[config.mk]
export PLATFORM = sky130hd
export DESIGN_NAME = irq_countdown_timer
export DESIGN_NICKNAME = d
export VERILOG_FILES = /design/src/rtl/tmr_pkg.sv /design/src/rtl/tmr_prescale.sv /design/src/rtl/tmr_downcount.sv /design/src/rtl/tmr_vec_entry.sv /design/src/rtl/irq_countdown_timer.sv
export SDC_FILE = /design/constraint.sdc
export NUM_CORES = 1
export LEC_CHECK = 0
export CAP_MARGIN = 20
export CORE_MARGIN = 5
export CORE_UTILIZATION = 50
export CTS_CLUSTER_SIZE = 16
export DETAILED_ROUTE_END_ITERATION = 7
export GPL_TIMING_DRIVEN = 0
export PLACE_DENSITY_LB_ADDON = 0.25
export SLEW_MARGIN = 20
export SYNTH_ARGS = -nofsm -noshare
export SYNTH_HDL_FRONTEND = slang
export SYNTH_SLANG_ARGS = --single-unit
[constraint.sdc]
create_clock -name clk -period 6.8 [get_ports clk]
set_clock_uncertainty 0.05 [all_clocks]
set_input_delay 1.36 -clock clk [delete_from_list [all_inputs] [get_ports clk]]
set_output_delay 1.36 -clock clk [all_outputs]
set_load 0.01 [all_outputs]
[src/rtl/tmr_pkg.sv]
package tmr_pkg;

  typedef enum logic [1:0] {
    SEL_DIV   = 2'd0,
    SEL_INIT  = 2'd1,
    SEL_ENTRY = 2'd2,
    SEL_NONE  = 2'd3
  } tmr_sel_e;

  localparam int DIV_SHIFT_W  = 3;
  localparam int ENTRY_W      = 32;
  localparam int MASK_BIT     = 16;
  localparam int PERIODIC_BIT = 17;
  localparam logic [ENTRY_W-1:0] ENTRY_WMASK = 32'h0003_10FF;
  localparam logic [ENTRY_W-1:0] ENTRY_RESET = 32'h0001_0000;

  // power-of-two exponent selected by the divide configuration
  function automatic logic [DIV_SHIFT_W-1:0] div_shift(input logic [3:0] cfg);
    return {cfg[3], cfg[1], cfg[0]} + 3'd1;
  endfunction

  // value stored into the vector entry for a write
  function automatic logic [ENTRY_W-1:0] entry_merge(input logic [ENTRY_W-1:0] data,
                                                     input logic sw_en);
    logic [ENTRY_W-1:0] v;
    v = data & ENTRY_WMASK;
    if (!sw_en) v[MASK_BIT] = 1'b1;
    return v;
  endfunction

endpackage

[src/rtl/tmr_prescale.sv]
module tmr_prescale
  import tmr_pkg::*;
(
  input  logic       clk,
  input  logic       rst_n,
  input  logic       clr,
  input  logic [3:0] div_cfg,
  output logic       tick
);
  localparam int PW = (1 << DIV_SHIFT_W) - 1;

  logic [DIV_SHIFT_W-1:0] shift_w;
  logic [PW:0]            span_w;
  logic [PW-1:0]          limit_w;
  logic [PW-1:0]          phase_q;

  assign shift_w = div_shift(div_cfg);
  assign span_w  = {{PW{1'b0}}, 1'b1} << shift_w;
  assign limit_w = span_w[PW-1:0] - 1'b1;
  assign tick    = (phase_q >= limit_w);

  always_ff @(posedge clk or negedge rst_n) begin
    if (!rst_n)         phase_q <= '0;
    else if (clr)       phase_q <= '0;
    else if (tick)      phase_q <= '0;
    else                phase_q <= phase_q + 1'b1;
  end

  // after a tick a new tick needs a full divisor period (unless divide-by-1)
  a_r1_tick_spacing: assert property (@(posedge clk) disable iff (!rst_n)
    (tick && !clr) |=> (!tick || limit_w == '0));

endmodule

[src/rtl/tmr_downcount.sv]
module tmr_downcount #(
  parameter int CNT_W = 32
) (
  input  logic             clk,
  input  logic             rst_n,
  input  logic             load,
  input  logic [CNT_W-1:0] load_val,
  input  logic [CNT_W-1:0] reload_val,
  input  logic             tick,
  input  logic             periodic,
  output logic [CNT_W-1:0] count,
  output logic             expire
);
  localparam logic [CNT_W-1:0] ONE = CNT_W'(1);

  logic [CNT_W-1:0] cnt_q;
  logic             run_q;

  assign count  = cnt_q;
  assign expire = !load && tick && run_q && (cnt_q == ONE);

  always_ff @(posedge clk or negedge rst_n) begin
    if (!rst_n) begin
      cnt_q <= '0;
      run_q <= 1'b0;
    end else if (load) begin
      cnt_q <= load_val;
      run_q <= (load_val != '0);
    end else if (expire) begin
      cnt_q <= periodic ? reload_val : '0;
      run_q <= periodic && (reload_val != '0);
    end else if (tick && run_q) begin
      cnt_q <= cnt_q - 1'b1;
    end
  end

  // a counter at zero stays at zero until loaded
  a_r3_zero_holds: assert property (@(posedge clk) disable iff (!rst_n)
    (cnt_q == '0 && !load) |=> (cnt_q == '0));

  // without load or expiry the counter holds or drops by exactly one
  a_r10_single_step: assert property (@(posedge clk) disable iff (!rst_n)
    (!load && !expire && cnt_q != '0) |=>
      (cnt_q == $past(cnt_q) || cnt_q == $past(cnt_q) - 1'b1));

  // periodic expiry reloads the initial count
  a_r4_reload: assert property (@(posedge clk) disable iff (!rst_n)
    (expire && periodic) |=> (cnt_q == $past(reload_val)));

endmodule

[src/rtl/tmr_vec_entry.sv]
module tmr_vec_entry
  import tmr_pkg::*;
(
  input  logic               clk,
  input  logic               rst_n,
  input  logic               sw_en,
  input  logic               wr,
  input  logic [ENTRY_W-1:0] wr_data,
  output logic [ENTRY_W-1:0] entry
);
  logic [ENTRY_W-1:0] entry_q;

  assign entry = entry_q;

  always_ff @(posedge clk or negedge rst_n) begin
    if (!rst_n)       entry_q <= ENTRY_RESET;
    else if (wr)      entry_q <= entry_merge(wr_data, sw_en);
    else if (!sw_en)  entry_q[MASK_BIT] <= 1'b1;
  end

  // software disable leaves the entry masked on the next cycle
  a_r7_forced_mask: assert property (@(posedge clk) disable iff (!rst_n)
    !sw_en |=> entry_q[MASK_BIT]);

  // a write while enabled stores exactly the writable bits
  a_r6_write_bits: assert property (@(posedge clk) disable iff (!rst_n)
    (wr && sw_en) |=> (entry_q == ($past(wr_data) & ENTRY_WMASK)));

endmodule

[src/rtl/irq_countdown_timer.sv]
module irq_countdown_timer
  import tmr_pkg::*;
#(
  parameter int CNT_W = 32,
  parameter int VEC_W = 8
) (
  input  logic             clk,
  input  logic             rst_n,
  input  logic             sw_enable,
  input  logic             wr_en,
  input  logic [1:0]       wr_sel,
  input  logic [31:0]      wr_data,
  output logic [CNT_W-1:0] cur_count,
  output logic [31:0]      lvt_entry,
  output logic             irq_req,
  output logic [VEC_W-1:0] irq_vector
);
  logic [3:0]       div_cfg_q;
  logic [CNT_W-1:0] init_q;
  logic             wr_div, wr_init, wr_entry;
  logic             tick, expire, fire;
  logic [31:0]      entry_w;

  assign wr_div   = wr_en && (tmr_sel_e'(wr_sel) == SEL_DIV);
  assign wr_init  = wr_en && (tmr_sel_e'(wr_sel) == SEL_INIT);
  assign wr_entry = wr_en && (tmr_sel_e'(wr_sel) == SEL_ENTRY);

  always_ff @(posedge clk or negedge rst_n) begin
    if (!rst_n) begin
      div_cfg_q <= '0;
      init_q    <= '0;
    end else begin
      if (wr_div)  div_cfg_q <= wr_data[3:0];
      if (wr_init) init_q    <= wr_data[CNT_W-1:0];
    end
  end

  tmr_prescale u_prescale (
    .clk     (clk),
    .rst_n   (rst_n),
    .clr     (wr_init),
    .div_cfg (div_cfg_q),
    .tick    (tick)
  );

  tmr_downcount #(.CNT_W(CNT_W)) u_count (
    .clk        (clk),
    .rst_n      (rst_n),
    .load       (wr_init),
    .load_val   (wr_data[CNT_W-1:0]),
    .reload_val (init_q),
    .tick       (tick),
    .periodic   (entry_w[PERIODIC_BIT]),
    .count      (cur_count),
    .expire     (expire)
  );

  tmr_vec_entry u_entry (
    .clk     (clk),
    .rst_n   (rst_n),
    .sw_en   (sw_enable),
    .wr      (wr_entry),
    .wr_data (wr_data),
    .entry   (entry_w)
  );

  assign lvt_entry = entry_w;
  assign fire      = expire && sw_enable && !entry_w[MASK_BIT];

  always_ff @(posedge clk or negedge rst_n) begin
    if (!rst_n) begin
      irq_req    <= 1'b0;
      irq_vector <= '0;
    end else begin
      irq_req    <= fire;
      irq_vector <= entry_w[VEC_W-1:0];
    end
  end

  // a request only follows an expiry seen while enabled and unmasked
  a_r5_irq_gated: assert property (@(posedge clk) disable iff (!rst_n)
    irq_req |-> ($past(expire) && $past(sw_enable) && !$past(entry_w[MASK_BIT])));

  // a zero initial count leaves no expiry behind it
  a_r9_zero_silent: assert property (@(posedge clk) disable iff (!rst_n)
    (wr_init && wr_data[CNT_W-1:0] == '0) |=> !expire);

endmodule

[Word level (Yosys, flattened, before mapping)]
Cells that the tools add are included.
Storage, ports and cells
  output and inout port bits: 73
  input port bits: 38
  word-level logic and storage cells: 47
  register bits: 96
Cells by class
  mux-type cells: 11
  add/subtract/negate cells: 4
  reduce and logical (&&, ||, !) cells: 17
  equal/unequal tests: 4
  shifts and indexed selects: 1
  $lt $le $gt $ge: 1
Operators with widths (number)
  two-way mux 32 bit: 4
  nonzero test 32 bit: 2
  == test 32 x 1 -> 1 bit (second input constant): 1
  subtractor 32 x 1 -> 32 bit (second input constant): 1
  two-way mux 7 bit: 2
  logical AND 1 bit: 10
  adder 7 x 1 -> 7 bit (second input constant): 1
  >= comparator 7 bit: 1
  << shifter 1 x 3 -> 7 bit (first input constant): 1
  subtractor 7 x 1 -> 7 bit (second input constant): 1
  two-way mux 1 bit: 5
  adder 3 x 1 -> 3 bit (second input constant): 1
  nonzero test 3 bit: 1
  == test 2 x 1 -> 1 bit (second input constant): 1
  == test 2 bit (second input constant): 1
  zero test 1 bit: 2
  zero test 2 bit: 1
  inequality test 2 x 1 -> 1 bit (second input constant): 1
  nonzero test 2 bit: 1

[Logic depth before layout (Yosys ltp)]
Gate-level depths: netlist of run 1.
  depth after elaboration: 9
  depth in mapped cells: 14
  gate-level depth less buffers: 11

[Modules after synthesis]
Synthesis of run 1 repeated with hierarchy kept, for this count alone.
Second synthesis, totals
  cells, all modules: 540
  area total of the unflattened synthesis: 5631.7 µm²
By module, submodules not included
  tmr_downcount: cells an instance 336, sequential area each 825.8 µm², area an instance 2839.0 µm², instances 1
  irq_countdown_timer: cells an instance 90, sequential area each 1126.1 µm², area an instance 1599.0 µm², instances 1
  tmr_vec_entry: cells an instance 46, sequential area each 276.5 µm², area an instance 609.3 µm², instances 1
  tmr_prescale: cells an instance 68, sequential area each 175.2 µm², area an instance 584.3 µm², instances 1

[Worst setup path before layout of run 1]
Ideal clock, no wire load.
  path kind: register to register
  start: register div_cfg_q[1]
  end: register u_count.cnt_q[23], in the netlist u_count.count[23]
  setup slack: 3.492 ns
  data arrival time: 3.134 ns
  library setup time: 0.124 ns
  cell stages (with the launch flop): 15
  required time: 6.626 ns
  path buffers: 3
  clock period less this slack: 3.308 ns
  cell sequence: dfrtp_1 > clkbuf_1 > or3_1 > ha_1 > nor4bb_1 > a21oi_1 > ha_1 > nand2_1 > o21ai_0 > o21bai_1 > and2_0 > clkbuf_1 > clkbuf_1 > o21ai_0 > a211o_1
On the way
  cells in the longest elaborated chain, start to end: 9
  elaborated cells on any way between the ends: 11
  classes of those cells: add/sub: 2; order compare: 1; shift: 1; mux: 2; reduce/logical: 5
Ends and longest elaborated chain
  start: declaration: RTL line irq_countdown_timer.sv:18  | logic [3:0] div_cfg_q;
  start signal: assignment: RTL line irq_countdown_timer.sv:33  | if (wr_div) div_cfg_q <= wr_data[3:0];
  adder 3 x 1 -> 3 bit (*): RTL line tmr_pkg.sv:19  | return {cfg[3], cfg[1], cfg[0]} + 3'd1;
  << shifter 1 x 3 -> 7 bit (*): RTL line tmr_prescale.sv:18  | assign span_w = {{PW{1'b0}}, 1'b1} << shift_w;
  subtractor 7 x 1 -> 7 bit (*): RTL line tmr_prescale.sv:19  | assign limit_w = span_w[PW-1:0] - 1'b1;
  >= comparator 7 bit (*): RTL line tmr_prescale.sv:20  | assign tick = (phase_q >= limit_w);
  logical AND 1 bit (3 in a row): RTL line tmr_downcount.sv:20  | assign expire = !load && tick && run_q && (cnt_q == ONE);
  two-way mux 32 bit: RTL line tmr_downcount.sv:29  | end else if (expire) begin
  two-way mux 32 bit: RTL line tmr_downcount.sv:26  | end else if (load) begin
  end signal: assignment: RTL line tmr_downcount.sv:27  | cnt_q <= load_val;
  end signal: assignment: RTL line tmr_downcount.sv:30  | cnt_q <= periodic ? reload_val : '0;
  end signal: assignment: RTL line tmr_downcount.sv:33  | cnt_q <= cnt_q - 1'b1;
  end: declaration: RTL line tmr_downcount.sv:16  | logic [CNT_W-1:0] cnt_q;
Every way passes the cells marked *; elsewhere a longest branch is shown, timed or not.
A chain may end at the register's enable or synchronous reset.

[Final worst setup path of run 1]
  start: register div_cfg_q[1]
  end: register u_count.cnt_q[25], in the netlist u_count.count[25]
The elaborated chain is that of the path after synthesis.

==> impl_metrics.env, run 1 <==
export IMPL_start_util_pct=50.9
export IMPL_finalHoldViolCount=0
export IMPL_num_io_pins=111
export IMPL_cts_tree="done"
export IMPL_internal_power_mw=1.41
export IMPL_synthAdderAreaFrac_pct=2.63
export IMPL_fmax_mhz=241
export IMPL_htreeDepth=3
export IMPL_clockBufferDepth=2
export IMPL_yosysTopAreaCell="dfrtp_1"
export IMPL_rsz0062_at_grt="no"
export IMPL_total_power_mw=2.32
export IMPL_yosysMostFrequentCell="nand2_1"
export IMPL_antenna_cells=0
export IMPL_synth_seq_cells=95
export IMPL_cts_buffers=9
export IMPL_antenna_found_initial=0
export IMPL_synth_xor_area_share_pct=5.84
export IMPL_clk_latency_ps=370
export IMPL_hold_buffers=0
export IMPL_layout_drive_gt1_share_pct=10.3
export IMPL_fin_crit_ps=4160
export IMPL_synth_top_family_by_area="simple AND/OR/NAND/NOR gates"
export IMPL_drt_iter0_markers=436
export IMPL_async_reset_ff_share_pct=100
export IMPL_ir_drop_mv=0.197
export IMPL_synth_cell_types=62
export IMPL_p_leak_nw=2.90
export IMPL_overflow=0
export IMPL_cp_end_kind="flip-flop"
export IMPL_slew_viol_final=0
export IMPL_seq_power_share_pct=40.3
export IMPL_crit_path_start_kind="flip-flop"
export IMPL_slew_headroom_pct=46.8
export IMPL_root_buffer="clkbuf_8"
export IMPL_die_y_um=112
export IMPL_p_clk_share_pct=17.6
export IMPL_final_period_utilization_pct=61.1
export IMPL_combinationalPowerShare_pct=42.1
export IMPL_die_x_um=112
export IMPL_grt_pass1_vias=4853
export IMPL_ys_top_cells_by_count="nand2_1 (127), dfrtp_1 (94), o21ai_0 (42)"
export IMPL_critical_path_required_ps=7000
export IMPL_synth_compound_area_share_pct=12.4
export IMPL_grt_pass1_wl_um=25000
export IMPL_synth_avg_cell_area_um2=9.14
export IMPL_tightest_slew_ps=797
export IMPL_status="completed"
export IMPL_place_congestion=0.910
export IMPL_rows=37
export IMPL_drv_cap=0
export IMPL_grt_usage_pct=24.8
export IMPL_synth_mux_area_share_pct=2.99
export IMPL_portBuffers=89
export IMPL_avgRoutedWirePerCell_um=18.4
export IMPL_dp_hpwl_um=11000
export IMPL_cts_resized=0
export IMPL_finalNetCount=742
export IMPL_routed_wl_um=15300
export IMPL_arrival_ps=4360
export IMPL_p_per_area_mw_per_mm2=352
export IMPL_first_pass_iters=5
export IMPL_power_switching_uw=912
export IMPL_vias=4842
export IMPL_route_detailed_drc=0
export IMPL_core_mm2=0.0103
export IMPL_p_sw_share_pct=39.3
export IMPL_critPathMaxFanout=10
export IMPL_synth_edf_count=0
export IMPL_viasPerCell=5.81
export IMPL_post_cts_buffers=0
export IMPL_synth_main_ff_cell="dfrtp_1"
export IMPL_path_clk_slew_ps=90
export IMPL_synth_top_area_share_pct=45.0
export IMPL_clock_sinks=95
export IMPL_ys_top_cells_by_area="dfrtp_1 (45%), nand2_1 (9.1%), o21ai_0 (4.0%)"
export IMPL_yosysWarnings=0
export IMPL_area_growth_pct=26.3
export IMPL_grt_max_degree=62
export IMPL_finalSetupTns_ps=0
export IMPL_finalSetupViolations=0
export IMPL_ys_seq_area_share_pct=45.5
export IMPL_critPathKind="reg -> reg"
export IMPL_synth_cells=572
export IMPL_syn_area_mm2=0.00523
export IMPL_synth_simple_gate_area_share_pct=24.7
export IMPL_antenna_left=0
export IMPL_hold_class="reg -> reg"
export IMPL_die_area_mm2=0.0126
[path summary, 6_finish.rpt]
kind,start,to,depth (start not counted),slack [ps]
setup / recovery,div_cfg_q[1],u_count.count[25],13,2640
hold / removal,u_entry.entry[5],irq_vector[5],0,350
setup reg to reg,div_cfg_q[1],u_count.count[25],13,2640
hold reg to reg,u_entry.entry[5],irq_vector[5],0,350
max in group asynchronous,rst_n,u_entry.entry[16],2,5210
min in group asynchronous,rst_n,u_entry.entry[6],1,820
[cells in the final DEF (no fill, tap or decap), types with 2 or more instances in the layout]
master	n
nor3_1	8
o221ai_1	3
buf_2	4
nor4b_1	2
inv_1	8
nand4_1	7
xor2_1	20
nor2_1	41
or3_1	7
ha_1	11
clkbuf_1	23
nor4_4	2
a21o_1	2
a211o_1	9
dfrtp_1	94
or2_2	2
nand3_1	15
clkbuf_8	10
and3_1	2
nor4_1	21
nand2b_1	3
o21ai_0	42
bufinv_16	2
nor3b_1	3
clkinv_2	2
buf_4	23
o21bai_1	2
or4_4	2
a21oi_1	14
nand2_1	127
a21boi_0	3
nand4b_1	2
a311oi_1	11
xnor2_1	13
conb_1	21
nand3b_1	5
mux2_2	13
clkdlybuf4s50_1	88
[critical path, cell delays in order (launching register included)]
cell	delay, ps
dfrtp_1	360
clkbuf_1	200
or3_1	430
ha_1	280
nor4bb_1	300
a21oi_1	90
ha_1	320
nand4_1	100
o21bai_1	420
and2_0	190
clkbuf_1	420
clkbuf_1	460
o21ai_0	180
a211o_1	240
[power groups by stage]
| stage | registers (mW) | logic [mW] | clock network (mW) |
|---|---|---|---|
| after global placement | 0.932 | 0.941 | 0 |
| after CTS | 0.929 | 0.975 | 0.414 |
| after global routing | 0.960 | 1.08 | 0.444 |
| after floorplan | 0.933 | 0.528 | 0 |
| after detailed placement | 0.935 | 0.971 | 0 |
| final | 0.935 | 0.979 | 0.409 |
[through the flow]
step,instance area (um2),hold WS [ps],cells,utilization [%],worst slack (ps)
final,6600,355,833,64.2,2640
after global routing,6600,356,833,64.2,2250
after CTS,6600,355,833,64.2,2670
after detailed placement,6390,334,818,62.2,2680
after global placement,6360,328,817,61.9,823
after floorplan,5300,380,592,-,3490
[cells by family after synthesis]
family,Yosys count
DFF,95
other,1
buffers and inverters,57
and+or+nand+nor,261
adders and majority gates,11
AOI/OAI and AO/OA,99
muxes,14
xor gates and xnor gates,34
[layer usage]
metal	vias up	global-route usage, %	wire, um
met4	0	10.5	451
met2	263	37.3	6890
li1	2205	-	-
met3	39	6.52	1400
met1	2335	34.0	6550
met5	-	0	0
[state kept, by name (all words and copies together) (netlist names)]
register	count
u_prescale.phase_q	7
u_count.count	32
init_q	32
div_cfg_q	3
irq_vector	8
u_count.run_q	1
u_entry.entry	11
irq_req	1
[cell type report]
type / instances / area, um2
flip-flops and latches: 95 / 2380
inverters: 8 / 30.0
plain buffers: 49 / 275
well taps: 136 / 170
clock buffers: 11 / 141
clock inverters: 4 / 70.1
multi-input cells: 440 / 2620
fillers: 883 / 3670
repair buffers: 90 / 920
No activity file was read; power rests on OpenSTA's default activity.
==> run 2: changes to the inputs <==
- CORE_UTILIZATION: 50 -> 47
- clock period: 6.8 -> 3.46 ns (I/O delays scaled with it)
==> run 2 against run 1 <==
Against the previous run: register-to-register slack got worse by 2500 ps; design area increased by 0.87%; non-clock buffer count decreased by 1; global-route usage decreased by 0.78 points; utilization shrank 3.1 points; clock power increased by 71%; sequential share of layout area is 0.26 points lower; via count is 0.72% higher; sequential power is 99% higher; clock-buffer cell count down 2; largest cell class unchanged; largest power group unchanged.
==> impl_metrics.env, run 2 (synthesized netlist as in run 1, its figures left out) <==
export IMPL_seq_power_share_pct=40.6
export IMPL_place_congestion=0.912
export IMPL_vias=4877
export IMPL_worst_slack_ps=142
export IMPL_tightest_slew_ps=624
export IMPL_grt_max_degree=79
export IMPL_cts_buffers=9
export IMPL_area_growth_pct=27.4
export IMPL_slew_viol_final=0
export IMPL_hold_buffers=0
export IMPL_slew_headroom_pct=58.4
export IMPL_critPathMaxFanout=10
export IMPL_grt_pass1_wl_um=24900
export IMPL_die_x_um=115
export IMPL_overflow=0
export IMPL_portBuffers=89
export IMPL_die_area_mm2=0.0133
export IMPL_grt_busiest_layer="met2"
export IMPL_critical_path_required_ps=3680
export IMPL_p_sw_share_pct=41.4
export IMPL_cp_end_kind="flip-flop"
export IMPL_layout_common_cells="nand2_1 (127), dfrtp_1 (91), clkdlybuf4s50_1 (88)"
export IMPL_fmax_mhz=301
export IMPL_critPathKind="reg -> reg"
export IMPL_avgRoutedWirePerCell_um=19.0
export IMPL_cts_tree="done"
export IMPL_power_switching_mw=1.89
export IMPL_rr_startpoint="div_cfg_q[1]"
export IMPL_design_area_mm2=0.00666
export IMPL_clock_sinks=95
export IMPL_placed_cells_incl_taps=822
export IMPL_use_met3_pct=4.49
export IMPL_start_util_pct=48.0
export IMPL_final_period_utilization_pct=95.9
export IMPL_use_met2_pct=37.9
export IMPL_final_cells=837
export IMPL_finalNetCount=741
export IMPL_ir_drop_mv=0.359
export IMPL_first_pass_iters=5
export IMPL_path_clk_slew_ps=100
export IMPL_mostFrequentLayoutCell="nand2_1"
export IMPL_rows=38
export IMPL_antenna_left=0
export IMPL_core_mm2=0.0109
export IMPL_globalRouteMet1Util_pct=33.9
export IMPL_dp_hpwl_um=11500
export IMPL_die_y_um=115
export IMPL_route_detailed_drc=0
export IMPL_htreeDepth=3
export IMPL_arrival_ps=3540
export IMPL_antenna_cells=0
export IMPL_routed_wl_um=15900
export IMPL_p_clk_share_pct=15.3
export IMPL_total_power_mw=4.57
export IMPL_status="completed"
export IMPL_post_place_ws_ps=-637
export IMPL_drt_iter0_markers=493
export IMPL_internal_power_mw=2.68
export IMPL_combinationalPowerShare_pct=44.1
export IMPL_finalHoldViolCount=0
export IMPL_num_io_pins=111
export IMPL_p_per_area_mw_per_mm2=687
export IMPL_crit_path_start_kind="flip-flop"
export IMPL_clockBufferDepth=2
export IMPL_clk_latency_ps=380
export IMPL_hold_class="in -> async"
export IMPL_startpoint="div_cfg_q[1]"
export IMPL_root_buffer="clkbuf_8"
export IMPL_finalSetupViolations=0
export IMPL_grt_usage_pct=24.0
export IMPL_fin_crit_ps=3320
export IMPL_viasPerCell=5.83
export IMPL_placement_cell_area_mm2=0.00640
export IMPL_finalSetupTns_ps=0
export IMPL_grt_pass1_vias=4816
export IMPL_p_leak_nw=2.91
export IMPL_antenna_found_initial=0
export IMPL_layout_drive_gt1_share_pct=12.9
export IMPL_drv_cap=0
[run 2: area by class of cell]
cell class	count	area, um2
clock inverters	7	57.6
multi-input cells	440	2670
clock buffers	9	124
well taps	140	175
repair buffers	92	935
flip-flops and latches	95	2380
plain buffers	46	285
inverters	8	30.0
fillers	972	4230
[run 2: per-layer routing]
metal  wire (um)  part of all wire, %
met1        6980                   44
met3        1250                  7.8
met4         299                  1.9
met5           0                    0
met2        7410                   46
[run 2: path summary, 6_finish.rpt]
kind / slack [ps] / end / depth (start not counted)
hold / removal: 70 / u_count.count[8] / 1
hold reg to reg: 360 / irq_vector[0] / 0
setup / recovery: 140 / u_count.count[25] / 12
setup reg to reg: 140 / u_count.count[25] / 12
min in group clk: 360 / irq_vector[0] / 0
max in group asynchronous: 2630 / u_entry.entry[16] / 2
[run 2: power by group through the flow]
stage | Combinational [mW] | Clock (mW) | Sequential, mW
final | 2.01 | 0.701 | 1.86
after global routing | 2.21 | 0.761 | 1.91
after CTS | 1.96 | 0.711 | 1.84
after detailed placement | 1.92 | 0 | 1.85
after global placement | 1.86 | 0 | 1.83
after floorplan | 1.04 | 0 | 1.83
[run 2: worst max-delay path, cell delays in order (launching register included)]
cell and delay, ps:
dfrtp_2 460, or3_1 400, ha_2 240, nor4bb_1 280
a21oi_1 80, ha_1 320, a21oi_1 150, o21ai_0 110
o21bai_4 230, nand4_1 270, buf_4 260, nor2_1 70
a211o_1 270
[run 2: per-stage QoR]
stage / hold WS, ps / utilization (%)
after global placement: 331 / 58.5
final: 74.4 / 61.2
after global routing: 70.2 / 61.2
after detailed placement: 332 / 58.7
after CTS: 73.3 / 60.7
after floorplan: 346 / -
[run 2: timing repair]
| action | 4_1_cts | 5_1_grt |
|---|---|---|
| pin swaps | 0 | 4 |
| gates resized for setup | 14 | 14 |
| setup endpoints to repair | 33 | 31 |
| setup buffers | 0 | 2 |
==> run 3: changes to the inputs <==
- REMOVE_ABC_BUFFERS: not set -> 1
==> run 3 against run 2 <==
Against the previous run: global-route usage fell by 2.3 points; combinational power fell by 5%; first-iteration DRC count fell by 34%; clock-buffer cell count rose by 1; design area fell by 2.7%; sequential power barely moved; sequential share of layout area rose by 0.97 points; routed wire length fell by 12%; non-clock buffer count fell by 40; setup slack improved by 67 ps; utilization fell by 1.7 points; register-to-register slack improved by 70 ps; largest power group unchanged.
==> impl_metrics.env, run 3 (synthesized netlist as in run 1, its figures left out) <==
export IMPL_place_congestion=0.864
export IMPL_start_util_pct=48.0
export IMPL_hold_class="in -> async"
export IMPL_clk_latency_ps=370
export IMPL_antenna_cells=0
export IMPL_cp_end_kind="flip-flop"
export IMPL_critPathMaxFanout=30
export IMPL_die_y_um=115
export IMPL_vias=4571
export IMPL_rows=38
export IMPL_portBuffers=89
export IMPL_dp_hpwl_um=9960
export IMPL_post_place_ws_ps=-327
export IMPL_path_clk_slew_ps=90
export IMPL_route_detailed_drc=0
export IMPL_grt_usage_pct=21.7
export IMPL_reg2reg_depth=6
export IMPL_htreeDepth=3
export IMPL_critical_path_required_ps=3690
export IMPL_die_x_um=115
export IMPL_arrival_ps=3480
export IMPL_final_cells=797
export IMPL_num_io_pins=111
export IMPL_clock_sinks=95
export IMPL_rsz0062_at_grt="yes"
export IMPL_layout_drive_gt1_share_pct=9.89
export IMPL_mostFrequentLayoutCell="nand2_1"
export IMPL_routed_wl_um=14100
export IMPL_viasPerCell=5.74
export IMPL_cts_buffers=9
export IMPL_placement_cell_area_mm2=0.00621
export IMPL_worst_slack_ps=208
export IMPL_critPathCapture="u_count.count[22]"
export IMPL_startpoint="u_count.count[5]"
export IMPL_clockBufferDepth=2
export IMPL_grt_pass1_wl_um=23000
export IMPL_status="completed"
export IMPL_finalSetupViolations=0
export IMPL_drt_iter0_markers=327
export IMPL_finalNetCount=701
export IMPL_final_period_utilization_pct=94.0
export IMPL_drv_cap=0
export IMPL_crit_path_start_kind="flip-flop"
export IMPL_grt_max_degree=60
export IMPL_root_buffer="clkbuf_8"
export IMPL_antenna_left=0
export IMPL_fin_crit_ps=3250
export IMPL_avgRoutedWirePerCell_um=17.6
export IMPL_p_leak_nw=2.78
export IMPL_finalHoldViolCount=0
export IMPL_max_stage_delay_ps=730
export IMPL_placed_cells_incl_taps=778
export IMPL_critical_path_cell_chain="nor4_4 -> and4b_1 -> and4_2 -> nand2_1 -> or2_2 -> o221ai_1"
export IMPL_slowest_stage="and4_2"
export IMPL_die_area_mm2=0.0133
export IMPL_first_pass_iters=5
export IMPL_fmax_mhz=308
export IMPL_core_mm2=0.0109
export IMPL_antenna_found_initial=0
export IMPL_grt_pass1_vias=4582
export IMPL_ir_drop_mv=0.316
export IMPL_tightest_slew_ps=900
export IMPL_r2r_end="u_count.count[22]"
export IMPL_rr_startpoint="u_count.count[5]"
export IMPL_r2r_slack_ps=210
export IMPL_post_route_util_pct=59.5
export IMPL_critPathKind="reg -> reg"
export IMPL_slew_viol_final=0
export IMPL_overflow=0
export IMPL_p_per_area_mw_per_mm2=701
export IMPL_layout_common_cells="nand2_1 (126), dfrtp_1 (93), clkdlybuf4s50_1 (88)"
export IMPL_cts_tree="done"
export IMPL_area_growth_pct=23.9
export IMPL_slew_headroom_pct=40.0
export IMPL_design_area_mm2=0.00648
-- run 3: cell types whose count changed in the layout (fill, tap and decap cells not counted), moves of 3 or more --
cell	previous run	this run
buf_4	28	3
buf_2	4	0
buf_8	0	3
clkbuf_1	15	0
-- run 3: worst max-delay path, delay by kind of cell, from the launching register on --
family	cells	cell delay, ps
AND/OR/NAND/NOR	5	2420
flip-flops	1	470
AO/OA/AOI/OAI	1	220
-- run 3: area by class of cell --
cell class | count | area [um2]
Clock buffer | 10 | 138
Timing Repair Buffer | 98 | 1030
Sequential cell | 95 | 2380
Tap cell | 140 | 175
Clock inverter | 6 | 67.6
Inverter | 8 | 30.0
Multi-Input combinational cell | 440 | 2660
Fill cell | 958 | 4410
-- run 3: worst min path at each step --
stage                                to  depth (start not counted)  slack [ps]              from
after floorplan            div_cfg_q[0]                          0         350             rst_n
after global placement    irq_vector[4]                          0         320  u_entry.entry[4]
after detailed placement  irq_vector[5]                          0         330  u_entry.entry[5]
after CTS                 irq_vector[6]                          1         160             rst_n
after global routing      irq_vector[6]                          1         170             rst_n
final                     irq_vector[6]                          1         160             rst_n
-- run 3: power by group --
| part | switching (mW) | internal [mW] |
|---|---|---|
| sequential | 0.441 | 1.41 |
| combinational | 0.942 | 0.969 |
| clock | 0.415 | 0.357 |
| total | 1.80 | 2.74 |
-- run 3: stage by stage --
stage                     TNS (ps)  power, mW  hold WS (ps)
after global routing         -11.3       4.86           168
after global placement     -201800       3.62           324
after CTS                        0       4.54           159
after floorplan                  0       2.82           346
after detailed placement     -4620       3.70           335
final                            0       4.54           155
-- run 3: repair_timing --
item,4_1_cts,5_1_grt
setup endpoints to repair,29,33
buffers inserted,3,0
hold buffers,0,0
pin swaps,3,2
resized for setup,8,5
-- run 3: metal layers --
metal  routed length, um  track usage [%]
met1                6010             29.8
met2                6860             35.4
met3                 912             3.66
met4                 270             7.04
met5                   0                0
